File: config.mk
export PLATFORM = sky130hd
export DESIGN_NAME = idecfg_port
export DESIGN_NICKNAME = d
export VERILOG_FILES = /design/src/rtl/idecfg_pkg.sv /design/src/rtl/idecfg_decode.sv /design/src/rtl/idecfg_regs.sv /design/src/rtl/idecfg_fields.sv /design/src/rtl/idecfg_port.sv
export SDC_FILE = /design/constraint.sdc
export NUM_CORES = 1
export LEC_CHECK = 0
export ABC_AREA = 0
export ABC_CLOCK_PERIOD_IN_PS = 1500
export BUFFER_PORTS_ARGS = -buffer_cell sky130_fd_sc_hd__buf_4
export CAP_MARGIN = 20
export CORE_MARGIN = 3
export CORE_UTILIZATION = 50
export DETAILED_ROUTE_END_ITERATION = 10
export PLACE_DENSITY = 0.71
export SKIP_CTS_REPAIR_TIMING = 1
export SLEW_MARGIN = 10
export SYNTH_ARGS = -nofsm -noshare
export SYNTH_HDL_FRONTEND = slang
export SYNTH_SLANG_ARGS = --single-unit
File: constraint.sdc
create_clock -name clk -period 1.5 [get_ports clk]
set_input_delay 0.3 -clock clk [delete_from_list [all_inputs] [get_ports clk]]
set_output_delay 0.3 -clock clk [all_outputs]
set_load 0.005 [all_outputs]
File: src/rtl/idecfg_pkg.sv
package idecfg_pkg;
  localparam int NSLOT  = 11;
  localparam int SLOT_W = 4;
  localparam int NTIME  = 3;

  localparam int SL_CFG  = 0;
  localparam int SL_CTRL = 1;
  localparam int SL_CMD  = 2;
  localparam int SL_ART0 = 3;
  localparam int SL_DRW0 = 4;
  localparam int SL_ART23 = 7;
  localparam int SL_BRST = 9;
  localparam int SL_SCR  = 10;

  localparam logic [7:0] IDX_FIRST = 8'h50;
  localparam logic [7:0] IDX_LAST  = 8'h59;
  localparam logic [7:0] IDX_SCR   = 8'h5B;

  // {hit, slot}
  function automatic logic [SLOT_W:0] slot_lookup(input logic [7:0] idx);
    logic [7:0] rel;
    rel = idx - IDX_FIRST;
    if (idx >= IDX_FIRST && idx <= IDX_LAST) return {1'b1, rel[SLOT_W-1:0]};
    else if (idx == IDX_SCR) return {1'b1, SLOT_W'(SL_SCR)};
    else return '0;
  endfunction

  function automatic logic [7:0] reset_value(input int slot);
    return (slot == SL_BRST) ? 8'h40 : 8'h00;
  endfunction

  function automatic logic [7:0] ident_byte(input logic [1:0] rev, input logic strap);
    return {2'b00, strap, 3'b000, rev};
  endfunction
endpackage

File: src/rtl/idecfg_decode.sv
module idecfg_decode
  import idecfg_pkg::*;
(
  input  logic [7:0]        idx,
  output logic              hit,
  output logic [SLOT_W-1:0] slot
);
  logic [SLOT_W:0] res;
  assign res  = slot_lookup(idx);
  assign hit  = res[SLOT_W];
  assign slot = res[SLOT_W-1:0];
endmodule

File: src/rtl/idecfg_regs.sv
module idecfg_regs
  import idecfg_pkg::*;
(
  input  logic                clk,
  input  logic                rst_n,
  input  logic                wr_en,
  input  logic [SLOT_W-1:0]   wr_slot,
  input  logic [7:0]          wdata,
  input  logic [7:0]          ident,
  output logic [NSLOT*8-1:0]  q_flat
);
  for (genvar s = 0; s < NSLOT; s++) begin : g_slot
    if (s == SL_CFG) begin : g_ro
      assign q_flat[s*8 +: 8] = ident;
    end else begin : g_rw
      logic [7:0] q;
      always_ff @(posedge clk) begin
        if (!rst_n) q <= reset_value(s);
        else if (wr_en && wr_slot == SLOT_W'(s)) q <= wdata;
      end
      assign q_flat[s*8 +: 8] = q;
    end
  end
endmodule

File: src/rtl/idecfg_fields.sv
module idecfg_fields
  import idecfg_pkg::*;
(
  input  logic [NSLOT*8-1:0] q_flat,
  output logic [3:0]         ra_dis,
  output logic               chan2_en,
  output logic [7:0]         cmd_tim,
  output logic [2*NTIME-1:0] setup_code,
  output logic [4*NTIME-1:0] act_cnt,
  output logic [4*NTIME-1:0] rec_cnt,
  output logic [7:0]         burst_sel
);
  logic [7:0] ctrl_b, art23_b;
  assign ctrl_b  = q_flat[SL_CTRL*8 +: 8];
  assign art23_b = q_flat[SL_ART23*8 +: 8];

  assign ra_dis    = {art23_b[3], art23_b[2], ctrl_b[7], ctrl_b[6]};
  assign chan2_en  = ctrl_b[3];
  assign cmd_tim   = q_flat[SL_CMD*8 +: 8];
  assign burst_sel = q_flat[SL_BRST*8 +: 8];

  for (genvar k = 0; k < NTIME; k++) begin : g_time
    localparam int ART = SL_ART0 + 2*k;
    localparam int DRW = SL_DRW0 + 2*k;
    assign setup_code[2*k +: 2] = q_flat[ART*8+6 +: 2];
    assign act_cnt[4*k +: 4]    = q_flat[DRW*8+4 +: 4];
    assign rec_cnt[4*k +: 4]    = q_flat[DRW*8 +: 4];
  end

  logic unused_fields;
  assign unused_fields = ^{q_flat[SL_CFG*8 +: 8], q_flat[SL_SCR*8 +: 8], ctrl_b[5:4],
                           ctrl_b[2:0], art23_b[5:4], art23_b[1:0],
                           q_flat[SL_ART0*8 +: 6], q_flat[(SL_ART0+2)*8 +: 6]};
endmodule

File: src/rtl/idecfg_port.sv
module idecfg_port
  import idecfg_pkg::*;
#(
  parameter logic [1:0] REV      = 2'b01,
  parameter logic [2:0] IDX_OFF  = 3'd0,
  parameter logic [2:0] DATA_OFF = 3'd4
) (
  input  logic                 clk,
  input  logic                 rst_n,
  input  logic                 strap_low_base,
  input  logic                 bus_wr,
  input  logic                 bus_rd,
  input  logic [2:0]           bus_off,
  input  logic [7:0]           bus_wdata,
  output logic [7:0]           bus_rdata,
  output logic [3:0]           ra_dis,
  output logic                 chan2_en,
  output logic [7:0]           cmd_tim,
  output logic [2*NTIME-1:0]   setup_code,
  output logic [4*NTIME-1:0]   act_cnt,
  output logic [4*NTIME-1:0]   rec_cnt,
  output logic [7:0]           burst_sel
);
  // named bus events
  logic idx_wr_fire, data_wr_fire, data_rd_fire;
  assign idx_wr_fire  = bus_wr && (bus_off == IDX_OFF);
  assign data_wr_fire = bus_wr && (bus_off == DATA_OFF);
  assign data_rd_fire = bus_rd && (bus_off == DATA_OFF);

  logic [7:0] idx_q;
  always_ff @(posedge clk) begin
    if (!rst_n) idx_q <= 8'h00;
    else if (idx_wr_fire) idx_q <= bus_wdata;
  end

  logic              dec_hit;
  logic [SLOT_W-1:0] dec_slot;
  idecfg_decode u_dec (.idx(idx_q), .hit(dec_hit), .slot(dec_slot));

  logic [NSLOT*8-1:0] q_flat;
  logic               reg_wr_en;
  assign reg_wr_en = data_wr_fire && dec_hit;

  idecfg_regs u_regs (
    .clk(clk), .rst_n(rst_n), .wr_en(reg_wr_en), .wr_slot(dec_slot),
    .wdata(bus_wdata), .ident(ident_byte(REV, strap_low_base)), .q_flat(q_flat)
  );

  logic [7:0] rd_val;
  always_comb begin
    rd_val = 8'h00;
    for (int s = 0; s < NSLOT; s++)
      if (dec_hit && dec_slot == SLOT_W'(s)) rd_val = q_flat[s*8 +: 8];
  end

  always_ff @(posedge clk) begin
    if (!rst_n) bus_rdata <= 8'h00;
    else if (data_rd_fire) bus_rdata <= rd_val;
  end

  idecfg_fields u_fields (
    .q_flat(q_flat), .ra_dis(ra_dis), .chan2_en(chan2_en), .cmd_tim(cmd_tim),
    .setup_code(setup_code), .act_cnt(act_cnt), .rec_cnt(rec_cnt), .burst_sel(burst_sel)
  );
endmodule

### Word level (Yosys, flattened, before mapping)

Cells that the tools add are included.

| storage, ports and cells | value |
|---|---|
| output and inout port bits | 59 |
| bits of input ports | 16 |
| register bits | 96 |
| logic and storage cells | 68 |

| cells by class | value |
|---|---|
| $add $sub $neg | 1 |
| reduce and logical (&&, ||, !) cells | 28 |
| order comparisons | 2 |
| equal/unequal tests | 12 |
| multiplexer cells | 13 |

Operators by type and width:

| kind | number |
|---|---|
| $mux 8 | 10 |
| $logic_and 1x1->1 | 26 |
| $eq 4x3->1 const B | 4 |
| $eq 4x4->1 const B | 3 |
| $mux 5 | 2 |
| $eq 4x2->1 const B | 2 |
| $eq 8x7->1 const B | 1 |
| $ge 8x7->1 const B | 1 |
| $le 8x7->1 const B | 1 |
| $mux 6 | 1 |
| $eq 4x1->1 const B | 1 |
| $logic_not 4->1 | 1 |
| $sub 4x1->4 const B | 1 |
| $eq 3x3->1 const B | 1 |
| $logic_not 3->1 | 1 |

### Depth between registers and ports, before layout

| logic depth | value |
|---|---|
| depth in word-level cells | 16 |
| gate-level depth with buffers | 8 |
| mapped depth without buffers | 5 |

### Cells and area by module

From an unflattened synthesis, not the netlist that was laid out.

| second synthesis, totals | value |
|---|---|
| cells, all modules | 544 |
| area, all modules | 5,159.9 µm² |

Modules (own cells, without submodules):

| module | seq. area each (µm²) | cells an instance | times used | area each (µm²) |
|---|---|---|---|---|
| idecfg_regs | 1,601.5 | 288 | 1 | 3,042.9 |
| idecfg_port | 320.3 | 194 | 1 | 1,666.6 |
| idecfg_fields | 0.0 | 51 | 1 | 382.9 |
| idecfg_decode | 0.0 | 11 | 1 | 67.6 |

### Least setup slack after synthesis

Ideal clock, no wire load.

| timing path | value |
|---|---|
| path type | register to register |
| from | register idx_q[2] |
| to | register bus_rdata[5] |
| path slack | -87 ps |
| period minus slack after synthesis | 1,587 ps |
| data required time | 1,377 ps |
| arrival time | 1,464 ps |
| stages on the path, launching flop included | 7 |
| buffers on the path | 1 |
| library setup time | 123 ps |
| path through | dfxtp_1 buf_2 or2_2 mux4_2 a22oi_1 a21o_1 a211oi_1 |

| on the way | value |
|---|---|
| longest elaborated chain between the ends | 16 |
| elaborated cells on any way between the ends | 40 |
| classes of those cells | add/sub (1); order compare (2); eq/ne (11); mux (13); reduce/logical (13) |

RTL lines:

| element | RTL line | source |
|---|---|---|
| start, declared | idecfg_port.sv:30 | `logic [7:0] idx_q;` |
| start signal, assigned | idecfg_port.sv:33 | `else if (idx_wr_fire) idx_q <= bus_wdata;` |
| $ge 8x7->1, or another cell as far along | idecfg_pkg.sv:23 | `if (idx >= IDX_FIRST && idx <= IDX_LAST) return {1'b1, rel[SLOT_W-1:0]};` |
| $logic_and 1x1->1 or $mux 5 (tied branches) | idecfg_pkg.sv:23, idecfg_pkg.sv:24 |  |
| $mux 5 (*) | idecfg_pkg.sv:23 |  |
| $logic_not 4->1 | idecfg_port.sv:53 | `if (dec_hit && dec_slot == SLOT_W'(s)) rd_val = q_flat[s*8 +: 8];` |
| $logic_and 1x1->1 | idecfg_port.sv:53 |  |
| $mux 6 | idecfg_port.sv:53 |  |
| $mux 8 (9 in a row) | idecfg_port.sv:53 |  |
| $mux 8 (*) | idecfg_port.sv:53 |  |
| end signal, assigned | idecfg_port.sv:58 | `else if (data_rd_fire) bus_rdata <= rd_val;` |
| end, declared | idecfg_port.sv:15 | `output logic [7:0] bus_rdata,` |

Mark *: on every way between the ends. The rest lies on a longest branch, timed or not.
A chain may end at the register's enable or synchronous reset.

### Worst setup path after layout

| timing path | value |
|---|---|
| from | register idx_q[5] |
| to | register bus_rdata[0] |

Same word-level chain as after synthesis.

==> impl_results.md <==
* Gr usage total at 0.258
* Critical path depth in cells at 6
* Fraction of layout cells with a size suffix above 1 at 0.403
* Worst skew pair latency at 0.38 ns
* Drt pass-1 iters at 5
* CTS max path bufs at 2
* Cells after Synth at 594
* Largest net degree at the start of global routing at 68
* Fin. Hold Viols at 0
* Number of DRC markers in iteration 0 at around 340
* Delay-heaviest family, CP: simple AND/OR/NAND/NOR gates
* Relative slew slack at 0.622
* Mean post-synth cell area at between 8 and 9 sq um
* Initial antenna violation count at 0
* Residual DRC count at 0
* Crit Path Class: reg2reg
* Die area at between 10000 and 15000 sq um
* Root Driver: clkbuf_8
* Final WS setup at -0.217 ns
* RePlAce Congestion at 0.893
* First-pass GRT wire length at 22800 um
* Worst setup SP type: flip-flop
* I/O pins at between 70 and 80
* Synth Net Count at 610
* CTS sink cnt at 96
* Max Fclk at 0.582 GHz
* Synth cell types at 50
* Worst Skew at about 0.012 ns
* Placement Cell Area at 5830 sq um
* Prevailing post-synth register cell: dfxtp_1
* Status: complete, but fails checks
* Vias in the first global route at 4233
* Port Buffers at 74
* R2R depth at 6
* Hold Crit Depth at 3
* Worst Path Max Fanout at 8
* Final setup vio count at 74
* Filler instances at 781
* Post-Syn Area at 5070 sq um
* Routed wire length at 15300 um
* Power Density at around 660 nW/um^2
* Final period util at 1.14
* Worst slew pin tran at roughly 0.57 ns
* RSZ-0062 raised after global routing: true
* Total of max-cap violations at 0
* Starting Density at 0.517
* Die width at 107 um
* Worst Path Required at about 1.8 ns
* Fin. max-slew vios at 0
* Seq/Total Area, Yosys at 0.379
* Final min period at 1.72 ns
* EDFF count, synth at 0
* Maximum VDD drop at 412 uV
* CTS tree: built
* Hold WC Path Type: in2reg
* Synth Register Bits at 96
* Worst path buffer plus inverter count at 1
* CP max stage delay at 0.41 ns
* Synth area leader: dfxtp_1
* Drt wl/cell at 18.8 um
* Num CTS Buffers at 9
* Clock transition at the registers of the reported paths at 0.10 ns
* Detailed Place HPWL at about 10000 um
* Slowest CP cell: and4bb_4
* Core area at 9820 sq um
* Most frequent cells in the layout: 136 x buf_4, 92 x dfxtp_1, 70 x nand2_1
* Failing checks: negative setup slack
* Pwr Total at between 4000 and 5000 uW
* Syn. warnings at 0
* Final antenna-violating net count at 0
* Critical Path, Cell by Cell: and4bb_4, buf_4, nand2_4, or3_4, a31oi_2, o31ai_1
* CP Capture Type: flip-flop
* Synth top area cells: dfxtp_1 38%, mux2i_1 9.3%, buf_4 8.1%
* Final #Nets at 694
* N_diodes at 0
* # rows at 36
* Area grow syn2layout at 31.2%
* Static leakage at 0.00258 uW
* Overflow after GRT at 0
* Die Y at ~110 um
* WP data arrival at 1.99 ns
* H-tree depth at 3
* Final Cell Area at between 6000 and 7000 sq um
* Via Count at 4587
* Async S/R FF share, synth at 0
* Vias per cell at 5.63
* Commonest non-fill, non-tap cell in the layout: buf_4
* Share of the synthesized area in the top cell type at 0.379
[final timing paths]
path                              startpoint                           to  slack [ns]
hold / removal                  bus_wdata[3]  u_regs.g_slot[10].g_rw.q[3]        0.27
hold reg to reg   u_regs.g_slot[1].g_rw.q[0]   u_regs.g_slot[1].g_rw.q[0]        0.46
setup reg to reg                    idx_q[5]                 bus_rdata[0]       -0.22
setup / recovery                    idx_q[5]                 bus_rdata[0]       -0.22
[Yosys cell counts (all sizes together) (2+ instances only)]
cell	n
a211oi	5
a21boi	53
a21o	2
a21oi	14
a22oi	7
a31oi	2
a32o	2
and2	2
and4bb	2
buf	75
clkbuf	22
dfxtp	96
inv	2
mux2	8
mux2i	47
mux4	2
nand2	92
nand2b	3
nand3	53
nand3b	3
nand4bb	2
nor2	17
nor2b	39
nor3	3
o211ai	4
o21ai	22
or2	4
[cells by family (layout without fill, tap and decap cells)]
family                 count (synthesis)  in the layout  share of synthesized area
AND/OR/NAND/NOR                      224            224                      0.223
multiplexers                          57             57                      0.119
buffers and inverters                 99            187                      0.121
AO/OA/AOI/OAI                        118            118                      0.158
flip-flops                            96             96                      0.379
[area by class of cell]
class	instances	area, sq um	area share
multi-input combinational	399	2890	0.434
sequential	96	1930	0.290
timing repair buffer	170	1500	0.226
tap	133	166	0.0250
clock buffer	11	131	0.0197
clock inverter	4	22.5	0.00338
inverter	2	11.3	0.00169
[tightest hold or removal path, delay by kind of cell]
| family | cells | cell delay [ns] |
|---|---|---|
| buffers and inverters | 1 | 0.18 |
| and+or+nand+nor | 1 | 0.07 |
| AOI/OAI and AO/OA | 1 | 0.05 |
[registers in the layout (all words and copies together), names as in the netlist]
register,cells
idx_q,8
u_regs.g_slot.g_rw.q,80
bus_rdata,8
[per-stage QoR]
stage	TNS [ns]	setup slack, ns	instances	utilization	hold slack [ns]
6_report	-4.77	-0.217	815	0.678	0.270
2_1_floorplan	-0.374	-0.0437	594	-	0.435
3_5_place_dp	-15.22	-0.248	777	0.594	0.459
4_1_cts	-14.56	-0.264	792	0.609	0.268
3_3_place_gp	-12.95	-0.221	777	0.594	0.443
5_1_grt	-9.63	-0.255	815	0.678	0.270
[where the power goes]
group | leakage, uW | total (uW) | switching (uW) | internal, uW
Sequential | 0.000776 | 2560 | 6.23 | 2550
Combinational | 0.00173 | 320 | 176 | 144
Clock | 0.0000789 | 1520 | 932 | 588
[metal layers]
layer | vias to the layer above | part of all wire | track usage
met3 | 26 | 0.059 | 0.0355
met4 | 0 | 0.021 | 0.0904
met5 | - | 0 | 0
met1 | 2252 | 0.43 | 0.347
met2 | 158 | 0.49 | 0.425
li1 | 2151 | - | -
Power figures use the tool's default switching activity.
